<file path="src/rtl/fp_screen_pkg.sv">
package fp_screen_pkg;
  localparam int EXP_BITS  = 8;
  localparam int FRAC_BITS = 23;
  localparam int FLAG_BITS = 6;
  // fixed status/mask positions
  localparam int BIT_INV = 0;
  localparam int BIT_DEN = 1;
  localparam int BIT_DZ  = 2;

  typedef enum logic [2:0] {
    K_ZERO, K_DENORM, K_NORMAL, K_INF, K_QNAN, K_SNAN
  } opKind_e;

  typedef enum logic [1:0] {
    OP_ADD = 2'd0, OP_SUB = 2'd1, OP_MUL = 2'd2, OP_DIV = 2'd3
  } arithOp_e;

  typedef enum logic [1:0] {
    CAUSE_NONE = 2'd0, CAUSE_INV = 2'd1, CAUSE_DEN = 2'd2, CAUSE_DZ = 2'd3
  } cause_e;

  // control -> datapath strobes
  typedef struct packed {
    logic load;
    logic nanFromA;
    logic nanFromB;
  } screenStrobe_t;

  // datapath -> control operand summary
  typedef struct packed {
    opKind_e kindA;
    opKind_e kindB;
    logic    signA;
    logic    signB;
  } kindPair_t;
endpackage

</file>
<file path="src/rtl/fp_screen_classify.sv">
module fp_screen_classify
  import fp_screen_pkg::*;
#(
  parameter int EXP_W  = EXP_BITS,
  parameter int FRAC_W = FRAC_BITS
) (
  input  logic [EXP_W+FRAC_W:0] operand,
  input  logic                  dazEn,
  output opKind_e               kind,
  output logic [EXP_W+FRAC_W:0] conditioned
);
  localparam int DATA_W = 1 + EXP_W + FRAC_W;

  logic [EXP_W-1:0]  expField;
  logic [FRAC_W-1:0] fracField;
  logic              expOnes, expZeros, fracZero, flushIt;
  opKind_e           rawKind;

  assign expField  = operand[FRAC_W +: EXP_W];
  assign fracField = operand[FRAC_W-1:0];
  assign expOnes   = &expField;
  assign expZeros  = ~|expField;
  assign fracZero  = ~|fracField;

  always_comb begin
    if (expOnes) begin
      if (fracZero)                   rawKind = K_INF;
      else if (fracField[FRAC_W-1])   rawKind = K_QNAN;
      else                            rawKind = K_SNAN;
    end else if (expZeros) begin
      rawKind = fracZero ? K_ZERO : K_DENORM;
    end else begin
      rawKind = K_NORMAL;
    end
  end

  assign flushIt     = dazEn && (rawKind == K_DENORM);
  assign kind        = flushIt ? K_ZERO : rawKind;
  assign conditioned = flushIt ? {operand[DATA_W-1], {(DATA_W-1){1'b0}}} : operand;
endmodule

</file>
<file path="src/rtl/fp_screen_datapath.sv">
module fp_screen_datapath
  import fp_screen_pkg::*;
#(
  parameter int EXP_W  = EXP_BITS,
  parameter int FRAC_W = FRAC_BITS
) (
  input  logic                  clk,
  input  logic                  rst,
  input  logic [EXP_W+FRAC_W:0] opA,
  input  logic [EXP_W+FRAC_W:0] opB,
  input  logic                  dazEn,
  input  screenStrobe_t         strobeIn,
  output kindPair_t             kinds,
  output logic [EXP_W+FRAC_W:0] condA,
  output logic [EXP_W+FRAC_W:0] condB,
  output logic [EXP_W+FRAC_W:0] defaultResult
);
  localparam int DATA_W   = 1 + EXP_W + FRAC_W;
  localparam int NUM_OPS  = 2;
  localparam logic [DATA_W-1:0] QUIET_BIT =
    {{(DATA_W-FRAC_W){1'b0}}, 1'b1, {(FRAC_W-1){1'b0}}};
  localparam logic [DATA_W-1:0] CANON_NAN =
    {1'b1, {EXP_W{1'b1}}, 1'b1, {(FRAC_W-1){1'b0}}};

  logic [DATA_W-1:0] rawOp  [NUM_OPS];
  logic [DATA_W-1:0] condOp [NUM_OPS];
  opKind_e           kindOp [NUM_OPS];
  logic [DATA_W-1:0] nanPick;

  assign rawOp[0] = opA;
  assign rawOp[1] = opB;

  for (genvar g = 0; g < NUM_OPS; g++) begin : g_lane
    fp_screen_classify #(.EXP_W(EXP_W), .FRAC_W(FRAC_W)) i_classify (
      .operand    (rawOp[g]),
      .dazEn      (dazEn),
      .kind       (kindOp[g]),
      .conditioned(condOp[g])
    );
  end

  assign kinds.kindA = kindOp[0];
  assign kinds.kindB = kindOp[1];
  assign kinds.signA = opA[DATA_W-1];
  assign kinds.signB = opB[DATA_W-1];

  always_comb begin
    if (strobeIn.nanFromA)      nanPick = rawOp[0] | QUIET_BIT;
    else if (strobeIn.nanFromB) nanPick = rawOp[1] | QUIET_BIT;
    else                        nanPick = CANON_NAN;
  end

  always_ff @(posedge clk) begin
    if (rst) begin
      condA         <= '0;
      condB         <= '0;
      defaultResult <= '0;
    end else if (strobeIn.load) begin
      condA         <= condOp[0];
      condB         <= condOp[1];
      defaultResult <= nanPick;
    end
  end


  daz_flush_chk: assert property (@(posedge clk) disable iff (rst)
    strobeIn.load && dazEn |=>
      ((condA[FRAC_W +: EXP_W] != '0) || (condA[FRAC_W-1:0] == '0)) &&
      ((condB[FRAC_W +: EXP_W] != '0) || (condB[FRAC_W-1:0] == '0)));


  quiet_nan_chk: assert property (@(posedge clk) disable iff (rst)
    strobeIn.load |=> defaultResult[FRAC_W-1] && (&defaultResult[FRAC_W +: EXP_W]));
endmodule

</file>
<file path="src/rtl/fp_screen_control.sv">
module fp_screen_control
  import fp_screen_pkg::*;
#(
  parameter int FLAG_W = FLAG_BITS
) (
  input  logic              clk,
  input  logic              rst,
  input  logic              inValid,
  output logic              inReady,
  input  logic              outReady,
  output logic              outValid,
  input  logic [1:0]        opSel,
  input  logic [FLAG_W-1:0] excMask,
  input  kindPair_t         kinds,
  output screenStrobe_t     strobeOut,
  output logic [FLAG_W-1:0] statusFlags,
  output logic              raiseFault,
  output logic [1:0]        faultCause,
  output logic              defaultValid
);
  logic isZeroA, isZeroB, isInfA, isInfB, isNanA, isNanB, anySnan, anyNan;
  logic finiteNzA, effSub, invCond, denCond, dzCond;
  logic [FLAG_W-1:0] flagsNext, unmasked;
  logic   raiseNext, defaultNext;
  cause_e causeNext;
  arithOp_e op;

  assign op        = arithOp_e'(opSel);
  assign isZeroA   = kinds.kindA == K_ZERO;
  assign isZeroB   = kinds.kindB == K_ZERO;
  assign isInfA    = kinds.kindA == K_INF;
  assign isInfB    = kinds.kindB == K_INF;
  assign isNanA    = (kinds.kindA == K_QNAN) || (kinds.kindA == K_SNAN);
  assign isNanB    = (kinds.kindB == K_QNAN) || (kinds.kindB == K_SNAN);
  assign anySnan   = (kinds.kindA == K_SNAN) || (kinds.kindB == K_SNAN);
  assign anyNan    = isNanA || isNanB;
  assign finiteNzA = (kinds.kindA == K_NORMAL) || (kinds.kindA == K_DENORM);
  assign effSub    = ((op == OP_ADD) && (kinds.signA != kinds.signB)) ||
                     ((op == OP_SUB) && (kinds.signA == kinds.signB));

  always_comb begin
    invCond = anySnan;
    if (!anyNan) begin
      unique case (op)
        OP_ADD, OP_SUB: if (isInfA && isInfB && effSub) invCond = 1'b1;
        OP_MUL:         if ((isZeroA && isInfB) || (isInfA && isZeroB)) invCond = 1'b1;
        OP_DIV:         if ((isZeroA && isZeroB) || (isInfA && isInfB)) invCond = 1'b1;
        default:        invCond = anySnan;
      endcase
    end
  end

  assign denCond = (kinds.kindA == K_DENORM) || (kinds.kindB == K_DENORM);
  assign dzCond  = (op == OP_DIV) && isZeroB && finiteNzA;

  always_comb begin
    flagsNext          = '0;
    flagsNext[BIT_INV] = invCond;
    flagsNext[BIT_DEN] = denCond;
    flagsNext[BIT_DZ]  = dzCond;
  end

  assign unmasked  = flagsNext & ~excMask;
  assign raiseNext = |unmasked;

  always_comb begin
    if (unmasked[BIT_INV])      causeNext = CAUSE_INV;
    else if (unmasked[BIT_DEN]) causeNext = CAUSE_DEN;
    else if (unmasked[BIT_DZ])  causeNext = CAUSE_DZ;
    else                        causeNext = CAUSE_NONE;
  end

  assign defaultNext = !raiseNext && (invCond || anyNan);

  assign inReady            = !outValid || outReady;
  assign strobeOut.load     = inValid && inReady;
  assign strobeOut.nanFromA = isNanA;
  assign strobeOut.nanFromB = !isNanA && isNanB;

  always_ff @(posedge clk) begin
    if (rst) begin
      outValid     <= 1'b0;
      statusFlags  <= '0;
      raiseFault   <= 1'b0;
      faultCause   <= CAUSE_NONE;
      defaultValid <= 1'b0;
    end else begin
      if (strobeOut.load) begin
        outValid     <= 1'b1;
        statusFlags  <= flagsNext;
        raiseFault   <= raiseNext;
        faultCause   <= causeNext;
        defaultValid <= defaultNext;
      end else if (outReady) begin
        outValid <= 1'b0;
      end
    end
  end


  hold_ctrl_chk: assert property (@(posedge clk) disable iff (rst)
    outValid && !outReady |=> outValid && $stable(statusFlags) &&
      $stable(raiseFault) && $stable(faultCause) && $stable(defaultValid));


  upper_flags_chk: assert property (@(posedge clk) disable iff (rst)
    outValid |-> statusFlags[FLAG_W-1:BIT_DZ+1] == '0);


  raise_cause_chk: assert property (@(posedge clk) disable iff (rst)
    outValid |-> (raiseFault == (faultCause != CAUSE_NONE)));


  no_default_on_raise_chk: assert property (@(posedge clk) disable iff (rst)
    outValid && raiseFault |-> !defaultValid);
endmodule

</file>
<file path="src/rtl/fp_operand_screen.sv">
module fp_operand_screen
  import fp_screen_pkg::*;
#(
  parameter int EXP_W  = EXP_BITS,
  parameter int FRAC_W = FRAC_BITS,
  parameter int FLAG_W = FLAG_BITS
) (
  input  logic                  clk,
  input  logic                  rst,
  input  logic                  inValid,
  output logic                  inReady,
  input  logic [EXP_W+FRAC_W:0] opA,
  input  logic [EXP_W+FRAC_W:0] opB,
  input  logic [1:0]            opSel,
  input  logic                  dazEn,
  input  logic [FLAG_W-1:0]     excMask,
  output logic                  outValid,
  input  logic                  outReady,
  output logic [EXP_W+FRAC_W:0] condA,
  output logic [EXP_W+FRAC_W:0] condB,
  output logic [FLAG_W-1:0]     statusFlags,
  output logic                  raiseFault,
  output logic [1:0]            faultCause,
  output logic                  defaultValid,
  output logic [EXP_W+FRAC_W:0] defaultResult
);
  screenStrobe_t strobe;
  kindPair_t     kinds;

  fp_screen_datapath #(.EXP_W(EXP_W), .FRAC_W(FRAC_W)) i_datapath (
    .clk          (clk),
    .rst          (rst),
    .opA          (opA),
    .opB          (opB),
    .dazEn        (dazEn),
    .strobeIn     (strobe),
    .kinds        (kinds),
    .condA        (condA),
    .condB        (condB),
    .defaultResult(defaultResult)
  );

  fp_screen_control #(.FLAG_W(FLAG_W)) i_control (
    .clk         (clk),
    .rst         (rst),
    .inValid     (inValid),
    .inReady     (inReady),
    .outReady    (outReady),
    .outValid    (outValid),
    .opSel       (opSel),
    .excMask     (excMask),
    .kinds       (kinds),
    .strobeOut   (strobe),
    .statusFlags (statusFlags),
    .raiseFault  (raiseFault),
    .faultCause  (faultCause),
    .defaultValid(defaultValid)
  );


  hold_data_chk: assert property (@(posedge clk) disable iff (rst)
    outValid && !outReady |=> $stable(condA) && $stable(condB) && $stable(defaultResult));
endmodule

</file>
<file path="config.mk">
export PLATFORM = sky130hd
export DESIGN_NAME = fp_operand_screen
export DESIGN_NICKNAME = d
export VERILOG_FILES = /design/src/rtl/fp_screen_pkg.sv /design/src/rtl/fp_screen_classify.sv /design/src/rtl/fp_screen_datapath.sv /design/src/rtl/fp_screen_control.sv /design/src/rtl/fp_operand_screen.sv
export SDC_FILE = /design/constraint.sdc
export NUM_CORES = 1
export LEC_CHECK = 0
export BUFFER_PORTS_ARGS = -buffer_cell sky130_fd_sc_hd__buf_2
export CAP_MARGIN = 30
export CORE_ASPECT_RATIO = 0.75
export CORE_UTILIZATION = 51
export CTS_CLUSTER_SIZE = 40
export DETAILED_ROUTE_END_ITERATION = 16
export HOLD_SLACK_MARGIN = 0.06
export PLACE_DENSITY = 0.83
export SETUP_SLACK_MARGIN = 0.15
export SKIP_LAST_GASP = 1
export SYNTH_ARGS = -nofsm -noshare
export SYNTH_HDL_FRONTEND = slang
export SYNTH_HIERARCHICAL = 1
export SYNTH_SLANG_ARGS = --single-unit
</file>
<file path="constraint.sdc">
create_clock -name clk -period 6.2 [get_ports clk]
set_input_delay 0.31 -clock clk [delete_from_list [all_inputs] [get_ports clk]]
set_output_delay 0.31 -clock clk [all_outputs]
set_load 0.005 [all_outputs]
</file>
==> key figures, run 1 <==
Timing
  – Fin. Hold Viols: 0
  – Period utilization: 48.95%
  – Slew Limit Fails: 0
  – Post-route setup slack: 3165 ps
  – Fin crit period: 3035 ps
  – Final setup TNS: 0 ps
  – Relative slew slack: 51.41%
  – Fin Hold WS: 208.3 ps
  – RSZ-0062 raised after global routing: false
  – Worst Skew: 7.293 ps
  – Slew @ Worst Pin: 728.8 ps
  – Max frequency: 329.5 MHz
  – Final setup viols: 0

Power
  – P_leak: 2.733 nW
  – PD cells: 238.7 nW/µm²
  – Tot Pwr: 1.494 mW
  – VDD IR max: 0.2228 mV

Synth
  – Async S/R FF share, synth: 0%
  – Top post-synthesis cells by area: dfxtp_1 40%, mux2i_1 13%, nor2_1 7.4%
  – Share of the synthesized area in the top cell type: 40.03%
  – Most frequent cell after synthesis: dfxtp_1
  – Seq/Total Area, Yosys: 40.03%
  – Yosys top cell by area: dfxtp_1
  – Most used DFF post-synth: dfxtp_1
  – Number of flops mapped to enable cells by yosys: 0
  – Synth cell count leaders: 104 x dfxtp_1, 103 x nor2_1, 65 x mux2i_1
  – Cells after Synth: 568
  – Avg Inst Size Synth: 9.157 µm²
  – Post-synth cell types: 41
  – Mapped Area: 5201 µm²
  – Seq cells post-synth: 104
  – YS warnings: 6

Global routing
  – GRT busiest layer: met2
  – Overall routing resource usage: 26.22%
  – Number of global-route vias before repair: 4,117
  – Remaining Overflow, GRT: 0
  – Largest net degree at the start of global routing: 80
  – Met2 Track Usage GR: 41.10%
  – Initial antenna violation count: 0
  – GRT met1 Usage: 36.83%
  – Global-route wire length before repair: 21,690 µm
  – GR Util met3: 5.676%

Drt
  – Vias/cell: 5.435
  – Starting DRT DRC Count: 312
  – Remaining DRCs: 0
  – Total number of vias: 4,549
  – Routed WL: 14,090 µm
  – TritonRoute pass-1 iters: 5
  – Wire length per cell: 16.84 µm
  – Final ANT Viol Nets: 0

Clock network
  – Number of CTS-inserted buffers: 9
  – CTS clk-pin slew, worst paths: 70 ps
  – Cts hold-fix bufs: 0
  – Setup Fix Bufs, Post-CTS: 0
  – Clock root cell: clkbuf_16
  – CTS max path bufs: 2
  – Later-pin clock latency in the skew report: 340 ps
  – CTS Sinks: 104
  – Cts repair resizes: 0
  – CTS tree: yes
  – Htree depth: 3

Floorplan
  – Row count: 31
  – Die Ht: 89.46 µm
  – Initial core utilization: 53.21%
  – Core Footprint: 9774 µm²
  – Die X: 118.6 µm
  – Io pins: 185
  – Die area: 10,610 µm²

Place
  – Cell count after placement: 820
  – Pre-CTS WS: 2875 ps
  – Detailed Place HPWL: 10,520 µm
  – Final GP Congestion: 0.8863
  – Port Buf Inserts: 178
  – Placed instance area: 5949 µm²

Worst setup path
  – Worst setup EP type: flop
  – CP max FO: 29
  – CP max stage cell: a21oi_1
  – Worst path bufs/invs: 2
  – Reg2Reg Setup Slack: 3830 ps
  – Slowest Stage Delay on Critical Path: 550 ps
  – Crit path kind: in -> reg
  – Data arrival, critical path: 3230 ps
  – Required time of the critical path: 6400 ps
  – CP cell instances: buf_2 > nor4_1 > nand4_1 > or2_1 > a21oi_1 > nor2b_4 > nor2b_2 > buf_8 > nor3b_1 > o32ai_1
  – Critical Path Source Type: input pin
  – Critical path's top delay family: simple AND/OR/NAND/NOR gates

Layout
  – Fin cells: 837
  – Final core utilization: 64.03%
  – Layout cells sized above 1: 32.77%
  – Nets: 777
  – Area growth syn-to-layout: 20.33%
  – Final instance area: 6259 µm²
  – N_diodes: 0

Outcome
  – Status: finished clean

Min path
  – Hold Crit Class: in -> reg

Run
  – Maxcap violations: 0
layer usage:
layer,vias to the layer above,routed length (µm)
li1,2204,-
met1,2164,6824
met2,167,6223
met3,14,902
met4,0,143
met5,-,0
cell type report:
type                            instances  area, µm²
Fill cell                             841       3516
Inverter                                4      20.02
Sequential cell                       104       2082
Multi-Input combinational cell        398       2731
Timing Repair Buffer                  183      978.4
Tap cell                              132      165.2
Clock inverter                          7      56.30
Clock buffer                            9      225.2
worst min-delay path, delay by kind of cell:
family | cells | cell delay [ps]
buffers and inverters | 2 | 140
AOI/OAI and AO/OA | 1 | 50
power by group:
part           internal (mW)  switching (mW)
Sequential             0.710          0.0218
Clock                  0.275           0.260
Combinational          0.104           0.123
state kept, by name, summed over array words and instances, names as in the netlist:
| name | flops |
|---|---|
| i_datapath/condA | 32 |
| i_datapath/condB | 32 |
| i_datapath/defaultResult | 32 |
| i_control/statusFlags | 3 |
| i_control/faultCause | 2 |
| i_control/defaultValid | 1 |
| i_control/outValid | 1 |
| i_control/raiseFault | 1 |
final timing paths:
kind,start,to,depth (start not counted)
max,opA[19],i_datapath/defaultResult[28],10
min,inValid,i_control/outValid,3
max reg2reg,i_control/outValid,i_datapath/condB[4],7
min reg2reg,i_datapath/defaultResult[22],i_datapath/defaultResult[22],2
cells by family after synthesis:
| group | synth area share, % |
|---|---|
| and+or+nand+nor | 28.27 |
| DFF | 40.03 |
| buffers and inverters | 7.746 |
| muxes | 12.51 |
| AOI/OAI and AO/OA | 10.87 |
| xor gates and xnor gates | 0.5053 |
| other | 0.07210 |
cells in the final DEF (no fill, tap or decap), types with 10 or more instances in the layout:
cell      Yosys  layout
buf_2        15     177
dfxtp_1     104     104
nor2_1      103     103
mux2i_1      65      65
and2_1       49      49
nand2_1      28      28
nand3b_1     25      25
a311oi_2     21      21
nand2b_1     13      13
nor4_1       11      11
nor2b_1      11      10
nor3b_1      10      10
No activity file was read; power rests on OpenSTA's default activity.
==> run 2, diff against run 1 <==
--- a/config.mk
+++ b/config.mk
@@ -8,11 +8,11 @@
 export BUFFER_PORTS_ARGS = -buffer_cell sky130_fd_sc_hd__buf_2
 export CAP_MARGIN = 30
 export CORE_ASPECT_RATIO = 0.75
-export CORE_UTILIZATION = 51
+export CORE_UTILIZATION = 50
 export CTS_CLUSTER_SIZE = 40
 export DETAILED_ROUTE_END_ITERATION = 16
 export HOLD_SLACK_MARGIN = 0.06
-export PLACE_DENSITY = 0.83
+export PLACE_DENSITY = 0.81
 export SETUP_SLACK_MARGIN = 0.15
 export SKIP_LAST_GASP = 1
 export SYNTH_ARGS = -nofsm -noshare
==> constraint.sdc (replaced) <==
create_clock -name clk -period 2.9 [get_ports clk]
set_input_delay 0.145 -clock clk [delete_from_list [all_inputs] [get_ports clk]]
set_output_delay 0.145 -clock clk [all_outputs]
set_load 0.005 [all_outputs]
==> run 2 against run 1 <==
First-iteration DRC count is 27% higher. Global-route usage is 0.18 points lower. Sequential share of layout area is 0.15 points lower. Clock power is 140% higher. Worst setup slack worse by 2500 ps. Largest cell class unchanged.
==> key figures, run 2 (synthesized netlist as in run 1, its figures left out) <==
Floorplan
  – Die area: 10,820 µm² (was 10,610 µm²)
  – Die X: 119.8 µm (was 118.6 µm)
  – Initial core utilization: 52.59% (was 53.21%)
  – Die Ht: 90.33 µm (was 89.46 µm)
  – Core Footprint: 9891 µm² (was 9774 µm²)
  – Io pins: 185 (unchanged)
  – Row count: 31 (unchanged)

Global routing
  – Global-route wire length before repair: 22,190 µm (was 21,690 µm)
  – Number of global-route vias before repair: 4,130 (was 4,117)
  – Initial antenna violation count: 0 (unchanged)
  – Overall routing resource usage: 26.04% (was 26.22%)
  – Remaining Overflow, GRT: 0 (unchanged)
  – Largest net degree at the start of global routing: 66 (was 80)

Clock network
  – Later-pin clock latency in the skew report: 340 ps (about the same)
  – CTS max path bufs: 2 (unchanged)
  – Number of CTS-inserted buffers: 9 (unchanged)
  – CTS Sinks: 104 (unchanged)
  – Cts repair resizes: 0 (unchanged)
  – Setup Fix Bufs, Post-CTS: 0 (unchanged)
  – CTS clk-pin slew, worst paths: 70 ps (about the same)
  – Clock root cell: clkbuf_16 (unchanged)
  – CTS tree: yes (unchanged)
  – Htree depth: 3 (unchanged)

Layout
  – Commonest non-fill, non-tap cells in the layout: 177 x buf_2, 104 x dfxtp_1, 103 x nor2_1 (unchanged)
  – Nets: 780 (was 777)
  – Top flop regs: i_datapath/condA (32), i_datapath/condB (32), i_datapath/defaultResult (32) (unchanged)
  – Commonest non-fill, non-tap cell in the layout: buf_2 (unchanged)
  – Area growth syn-to-layout: 20.88% (was 20.33%)
  – Layout cells sized above 1: 32.81% (was 32.77%)
  – N_diodes: 0 (unchanged)

Timing
  – Slew @ Worst Pin: 605.5 ps (was 728.8 ps)
  – Fin crit period: 2278 ps
  – Final setup viols: 0 (unchanged)
  – Worst Skew: 2.922 ps (was 7.293 ps)
  – Fin Hold WS: 87.28 ps (was 208.3 ps)
  – Max frequency: 439.1 MHz
  – Fin. Hold Viols: 0 (unchanged)
  – Period utilization: 78.54%
  – Relative slew slack: 59.63% (was 51.41%)
  – Final setup TNS: 0 ps (unchanged)
  – RSZ-0062 raised after global routing: false (unchanged)
  – Slew Limit Fails: 0 (unchanged)
  – Post-route setup slack: 622.4 ps (was 3165 ps)

Min path
  – Hold worst-path end: i_datapath/condB[23] (was i_control/outValid)
  – Hold Crit Class: in -> reg (unchanged)
  – Worst hold stages: 3 (unchanged)
  – Hold Crit Start: opB[23] (was inValid)

Place
  – Pre-CTS WS: 289.9 ps (was 2875 ps)
  – Detailed Place HPWL: 10,430 µm (was 10,520 µm)
  – Final GP Congestion: 0.9138 (was 0.8863)
  – Port Buf Inserts: 178 (unchanged)

Drt
  – Total number of vias: 4,569 (was 4,549)
  – TritonRoute pass-1 iters: 4 (was 5)
  – Final ANT Viol Nets: 0 (unchanged)
  – Starting DRT DRC Count: 396 (was 312)
  – Vias/cell: 5.446 (was 5.435)
  – Wire length per cell: 16.71 µm (was 16.84 µm)
  – Routed WL: 14,020 µm (was 14,090 µm)
  – Remaining DRCs: 0 (unchanged)

Worst setup path
  – Critical Path Source Type: input pin (unchanged)
  – Data arrival, critical path: 2530 ps (was 3230 ps)
  – Reg2Reg Launch Point: i_control/outValid (unchanged)
  – Worst setup EP type: flop (unchanged)
  – Required time of the critical path: 3150 ps (was 6400 ps)
  – Reg2Reg Setup Slack: 980 ps (was 3830 ps)
  – R2r worst-path depth: 6 (was 7)
  – RR Endpoint: i_datapath/defaultResult[11] (was i_datapath/condB[4])
  – CP max FO: 22 (was 29)
  – Crit path kind: in -> reg (unchanged)

Power
  – P_leak: 2.766 nW (was 2.733 nW)
  – Sequential share of power: 46.7% (was 49.0%)
  – VDD IR max: 0.3918 mV (was 0.2228 mV)
  – Net switching power figure: 0.8322 mW (was 0.4047 mW)
  – PD cells: 532.6 nW/µm² (was 238.7 nW/µm²)
  – Clock power share: 38.9% (was 35.8%)
  – P_int: 2.516 mW (was 1.089 mW)
  – Switch share: 24.85% (was 27.09%)
  – Logic pwr share: 14.4% (was 15.2%)

Run
  – Maxcap violations: 0 (unchanged)

Outcome
  – Status: finished clean (unchanged)
[run 2: cell types whose count changed in the layout (fill, tap and decap cells not counted), moves of 2 or more]
cell	previous run	this run
buf_4	3	7
clkinvlp_4	4	1
buf_16	2	0
bufinv_16	0	2
[run 2: area by class of cell]
class / count / area (µm²)
clock buffers: 10 / 239.0
clock inverters: 5 / 81.33
fillers: 856 / 3603
inverters: 4 / 20.02
multi-input cells: 398 / 2731
flip-flops and latches: 104 / 2082
well taps: 132 / 165.2
repair buffers: 186 / 968.4
[run 2: what timing repair did]
| item | in CTS | in global routing |
|---|---|---|
| hold endpoints to repair | 1 | 0 |
| hold buffers | 1 | 0 |
| setup endpoints to repair | 0 | 0 |
[run 2: metal layers]
| layer | wire length, µm | share of wire (%) | vias up | global-route usage [%] |
|---|---|---|---|---|
| li1 | - | - | 2211 | - |
| met1 | 6762 | 48 | 2170 | 37.19 |
| met5 | 0 | 0 | - | 0 |
| met4 | 179 | 1.3 | 0 | 7.083 |
| met3 | 1006 | 7.2 | 13 | 6.313 |
| met2 | 6069 | 43 | 175 | 38.87 |
[run 2: power groups by stage]
stage / sequential (mW) / combinational, mW / clock, mW
global route: 1.57 / 0.527 / 1.38
finish: 1.56 / 0.483 / 1.30
floorplan: 1.60 / 0.275 / 0
global placement: 1.59 / 0.465 / 0
CTS: 1.56 / 0.483 / 1.33
detailed placement: 1.59 / 0.479 / 0
[run 2: critical path, stage by stage]
cell      delay [ps]
buf_2            130
nor4_1           290
nand4_1          220
or2_1            310
a21oi_1          150
buf_4            180
nor2b_4           60
nor2b_2          310
buf_4            320
nand3b_1         150
a311oi_2         260
[run 2: stage by stage]
stage          util (%)  area, µm²  instances  total power [mW]
2_1_floorplan         -       5209        570             1.876
3_3_place_gp      60.23       5957        823             2.055
3_5_place_dp      60.23       5957        823             2.074
4_1_cts           63.57       6287        839             3.377
5_1_grt           63.57       6287        839             3.483
6_report          63.57       6287        839             3.349
[run 2: how the worst max path moves through the flow]
stage | startpoint | to | slack [ps] | cells past startpoint
after detailed placement | opA[19] | i_datapath/defaultResult[6] | 290 | 11
after global routing | opA[19] | i_datapath/defaultResult[6] | 360 | 11
final | opA[19] | i_datapath/defaultResult[6] | 620 | 11
after CTS | opA[19] | i_datapath/defaultResult[6] | 640 | 11
after floorplan | opA[19] | i_control/defaultValid | 710 | 9
after global placement | opA[0] | i_datapath/defaultResult[16] | 380 | 11
==> run 3, diff against run 2 <==
--- a/config.mk
+++ b/config.mk
@@ -5,6 +5,7 @@
 export SDC_FILE = /design/constraint.sdc
 export NUM_CORES = 1
 export LEC_CHECK = 0
+export ABC_AREA = 1
 export BUFFER_PORTS_ARGS = -buffer_cell sky130_fd_sc_hd__buf_2
 export CAP_MARGIN = 30
 export CORE_ASPECT_RATIO = 0.75
==> constraint.sdc (replaced) <==
create_clock -name clk -period 2.3 [get_ports clk]
set_input_delay 0.115 -clock clk [delete_from_list [all_inputs] [get_ports clk]]
set_output_delay 0.115 -clock clk [all_outputs]
set_load 0.005 [all_outputs]
==> run 3 against run 2 <==
Non-clock buffer count up 33. Worst setup slack lost 200 ps. Cell count rose by 31%. Critical endpoint is now i_datapath/defaultResult[5].
==> key figures, run 3 <==
Outcome
  – Status: finished clean (unchanged)

Timing
  – Period utilization: 81.49%
  – Fin crit period: 1874 ps
  – Slew Limit Fails: 0 (unchanged)
  – Final setup viols: 0 (unchanged)
  – Post-route setup slack: 425.7 ps (was 622.4 ps)
  – Worst Skew: 7.922 ps (was 2.922 ps)
  – Slew @ Worst Pin: 501.0 ps (was 605.5 ps)
  – Final setup TNS: 0 ps (unchanged)
  – Fin. Hold Viols: 0 (unchanged)
  – RSZ-0062 raised after global routing: false (unchanged)
  – Max frequency: 533.5 MHz
  – Fin Hold WS: 75.07 ps (was 87.28 ps)
  – Relative slew slack: 66.55% (was 59.63%)

Drt
  – Routed WL: 14,770 µm (was 14,020 µm)
  – Vias/cell: 4.906 (was 5.446)
  – Remaining DRCs: 0 (unchanged)
  – Wire length per cell: 13.41 µm (was 16.71 µm)
  – Total number of vias: 5,401 (was 4,569)
  – Starting DRT DRC Count: 405 (was 396)
  – TritonRoute pass-1 iters: 5 (was 4)
  – Final ANT Viol Nets: 0 (unchanged)

Layout
  – Area growth syn-to-layout: 27.18% (was 20.88%)
  – Layout cells sized above 1: 30.26% (was 32.81%)
  – Nets: 1,037 (was 780)
  – Filler Cells Inserted: 926 (was 856)
  – Commonest non-fill, non-tap cells in the layout: 178 x buf_2, 152 x nor2_1, 132 x nand2_1 (was 177 x buf_2, 104 x dfxtp_1, 103 x nor2_1)
  – N_diodes: 0 (unchanged)
  – Commonest non-fill, non-tap cell in the layout: buf_2 (unchanged)
  – Top flop regs: i_datapath/condA (32), i_datapath/condB (32), i_datapath/defaultResult (32) (unchanged)

Synth
  – Seq/Total Area, Yosys: 39.29% (was 40.03%)
  – Post-synth cell types: 29 (was 41)
  – Most frequent cell after synthesis: nor2_1 (was dfxtp_1)
  – Avg Inst Size Synth: 6.682 µm² (was 9.157 µm²)
  – YS warnings: 6 (unchanged)
  – Mapped Area: 5299 µm² (was 5201 µm²)
  – Most used DFF post-synth: dfxtp_1 (unchanged)
  – Synth cell count leaders: 152 x nor2_1, 132 x nand2_1, 104 x dfxtp_1 (was 104 x dfxtp_1, 103 x nor2_1, 65 x mux2i_1)
  – Cells after Synth: 793 (was 568)
  – Share of the synthesized area in the top cell type: 39.29% (was 40.03%)
  – Top post-synthesis cells by area: dfxtp_1 39%, nor2_1 11%, nand2_1 9.4% (was dfxtp_1 40%, mux2i_1 13%, nor2_1 7.4%)
  – Number of flops mapped to enable cells by yosys: 0 (unchanged)
  – Seq cells post-synth: 104 (unchanged)
  – Yosys top cell by area: dfxtp_1 (unchanged)
  – Async S/R FF share, synth: 0% (unchanged)

Global routing
  – Initial antenna violation count: 0 (unchanged)
  – Global-route wire length before repair: 23,920 µm (was 22,190 µm)
  – Number of global-route vias before repair: 4,709 (was 4,130)
  – Overall routing resource usage: 27.34% (was 26.04%)
  – Remaining Overflow, GRT: 0 (unchanged)
  – Largest net degree at the start of global routing: 87 (was 66)

Clock network
  – CTS clk-pin slew, worst paths: 70 ps (about the same)
  – Number of CTS-inserted buffers: 9 (unchanged)
  – Cts repair resizes: 0 (unchanged)
  – Clock root cell: clkbuf_16 (unchanged)
  – CTS tree: yes (unchanged)
  – CTS max path bufs: 2 (unchanged)
  – CTS Sinks: 104 (unchanged)
  – Later-pin clock latency in the skew report: 350 ps (was 340 ps)
  – Htree depth: 3 (unchanged)

Floorplan
  – Core Footprint: 10,290 µm² (was 9891 µm²)
  – Row count: 32 (was 31)
  – Initial core utilization: 51.50% (was 52.59%)
  – Io pins: 185 (unchanged)
  – Die Ht: 91.16 µm (was 90.33 µm)
  – Die X: 120.9 µm (was 119.8 µm)
  – Die area: 11,020 µm² (was 10,820 µm²)

Run
  – Maxcap violations: 0 (unchanged)

Power
  – Net switching power figure: 1.187 mW (was 0.8322 mW)
  – Sequential share of power: 46.2% (was 46.7%)
  – VDD IR max: 0.3370 mV (was 0.3918 mV)
  – P_leak: 3.497 nW (was 2.766 nW)
  – Clock power share: 37.6% (was 38.9%)
  – Logic pwr share: 16.2% (was 14.4%)
  – Switch share: 27.52% (was 24.85%)
  – PD cells: 639.9 nW/µm² (was 532.6 nW/µm²)
  – P_int: 3.126 mW (was 2.516 mW)
  – Tot Pwr: 4.313 mW (was 3.349 mW)

Worst setup path
  – Reg2Reg Setup Slack: 530 ps (was 980 ps)
  – RR Endpoint: i_datapath/defaultResult[5] (was i_datapath/defaultResult[11])
  – Critical Path Source Type: input pin (unchanged)
  – R2r worst-path depth: 7 (was 6)
  – Data arrival, critical path: 2100 ps (was 2530 ps)
  – Worst setup EP type: flop (unchanged)
  – Required time of the critical path: 2530 ps (was 3150 ps)
  – CP max FO: 86 (was 22)
  – Crit path kind: in -> reg (unchanged)
  – Reg2Reg Launch Point: i_control/outValid (unchanged)
  – Critical Path Source: outReady (was opA[19])

Min path
  – Hold worst-path end: i_datapath/defaultResult[20] (was i_datapath/condB[23])
  – Hold Crit Class: in -> reg (unchanged)
  – Hold Crit Start: opB[20] (was opB[23])
  – Worst hold stages: 3 (unchanged)

Place
  – Pre-CTS WS: 155.0 ps (was 289.9 ps)
  – Port Buf Inserts: 178 (unchanged)
  – Detailed Place HPWL: 10,150 µm (was 10,430 µm)
  – Final GP Congestion: 0.8857 (was 0.9138)
[run 3: cell count changes after synthesis, moves of 12 or more]
cell | previous run | this run
nand2_2 | 0 | 23
nand3b_1 | 25 | 0
a311oi_2 | 21 | 0
inv_1 | 3 | 81
clkbuf_1 | 22 | 34
nor2_1 | 103 | 152
mux2i_1 | 65 | 0
nand2_1 | 28 | 132
and2_1 | 49 | 0
a21oi_1 | 5 | 53
o21ai_0 | 1 | 85
nor2_2 | 0 | 49
nand2b_1 | 13 | 0
[run 3: power groups by stage]
stage | Sequential (mW) | Clock [mW] | Combinational [mW]
floorplan | 2.04 | 0 | 0.348
global placement | 2.03 | 0 | 0.640
detailed placement | 2.03 | 0 | 0.648
CTS | 1.99 | 1.65 | 0.694
global route | 2.01 | 1.72 | 0.784
finish | 1.99 | 1.62 | 0.699
[run 3: metrics by stage]
stage | std cells | util (%) | cell area [µm²]
2_1_floorplan | 795 | - | 5306
6_report | 1101 | 65.49 | 6739
3_5_place_dp | 1051 | 59.12 | 6083
3_3_place_gp | 1051 | 59.12 | 6083
4_1_cts | 1101 | 65.49 | 6739
5_1_grt | 1101 | 65.49 | 6739
[run 3: cell families after synthesis]
kind of cell           after synthesis  synth area share, %
buffers and inverters              156                13.77
other                                1              0.07077
AOI/OAI and AO/OA                  149                14.26
DFF                                104                39.29
and+or+nand+nor                    383                32.61
[run 3: timing repair]
item / CTS / global route
hold endpoints to repair: 34 / 0
endpoints found under the setup margin: 0 / 0
buffers inserted: 0 / 0
hold buffers: 34 / 0
[run 3: area by class of cell]
type / count / area (µm²) / share of cell area [%]
repair buffers: 219 / 1334 / 19.79
multi-input cells: 535 / 2495 / 37.02
clock buffers: 10 / 239.0 / 3.546
well taps: 136 / 170.2 / 2.525
clock inverters: 6 / 76.32 / 1.133
inverters: 91 / 342.8 / 5.087
flip-flops and latches: 104 / 2082 / 30.89
[run 3: worst max-delay path by stage]
stage	endpoint	cells after the start
2_1_floorplan	i_datapath/defaultResult[10]	17
3_3_place_gp	i_datapath/defaultResult[24]	17
3_5_place_dp	i_datapath/defaultResult[24]	17
4_1_cts	i_datapath/defaultResult[17]	10
5_1_grt	i_datapath/defaultResult[10]	10
6_report	i_datapath/defaultResult[5]	10
[run 3: metal layers]
metal  up-vias  global-route usage (%)  wire length [µm]  part of all wire, %
li1       2755                       -                 -                    -
met1      2357                   40.60              7185                   49
met2       252                   37.24              5911                   40
met3        37                   7.601              1312                  8.9
met4         0                   9.053               359                  2.4
met5         -                       0                 0                    0
[run 3: worst max-delay path: stages]
cell           delay (ps)
dlygate4sd3_1         520
buf_2                  90
inv_1                  30
nand2_1                70
nand2_1               190
inv_2                 330
clkinv_2              120
buf_12                250
a21oi_1               250
a21oi_1               100
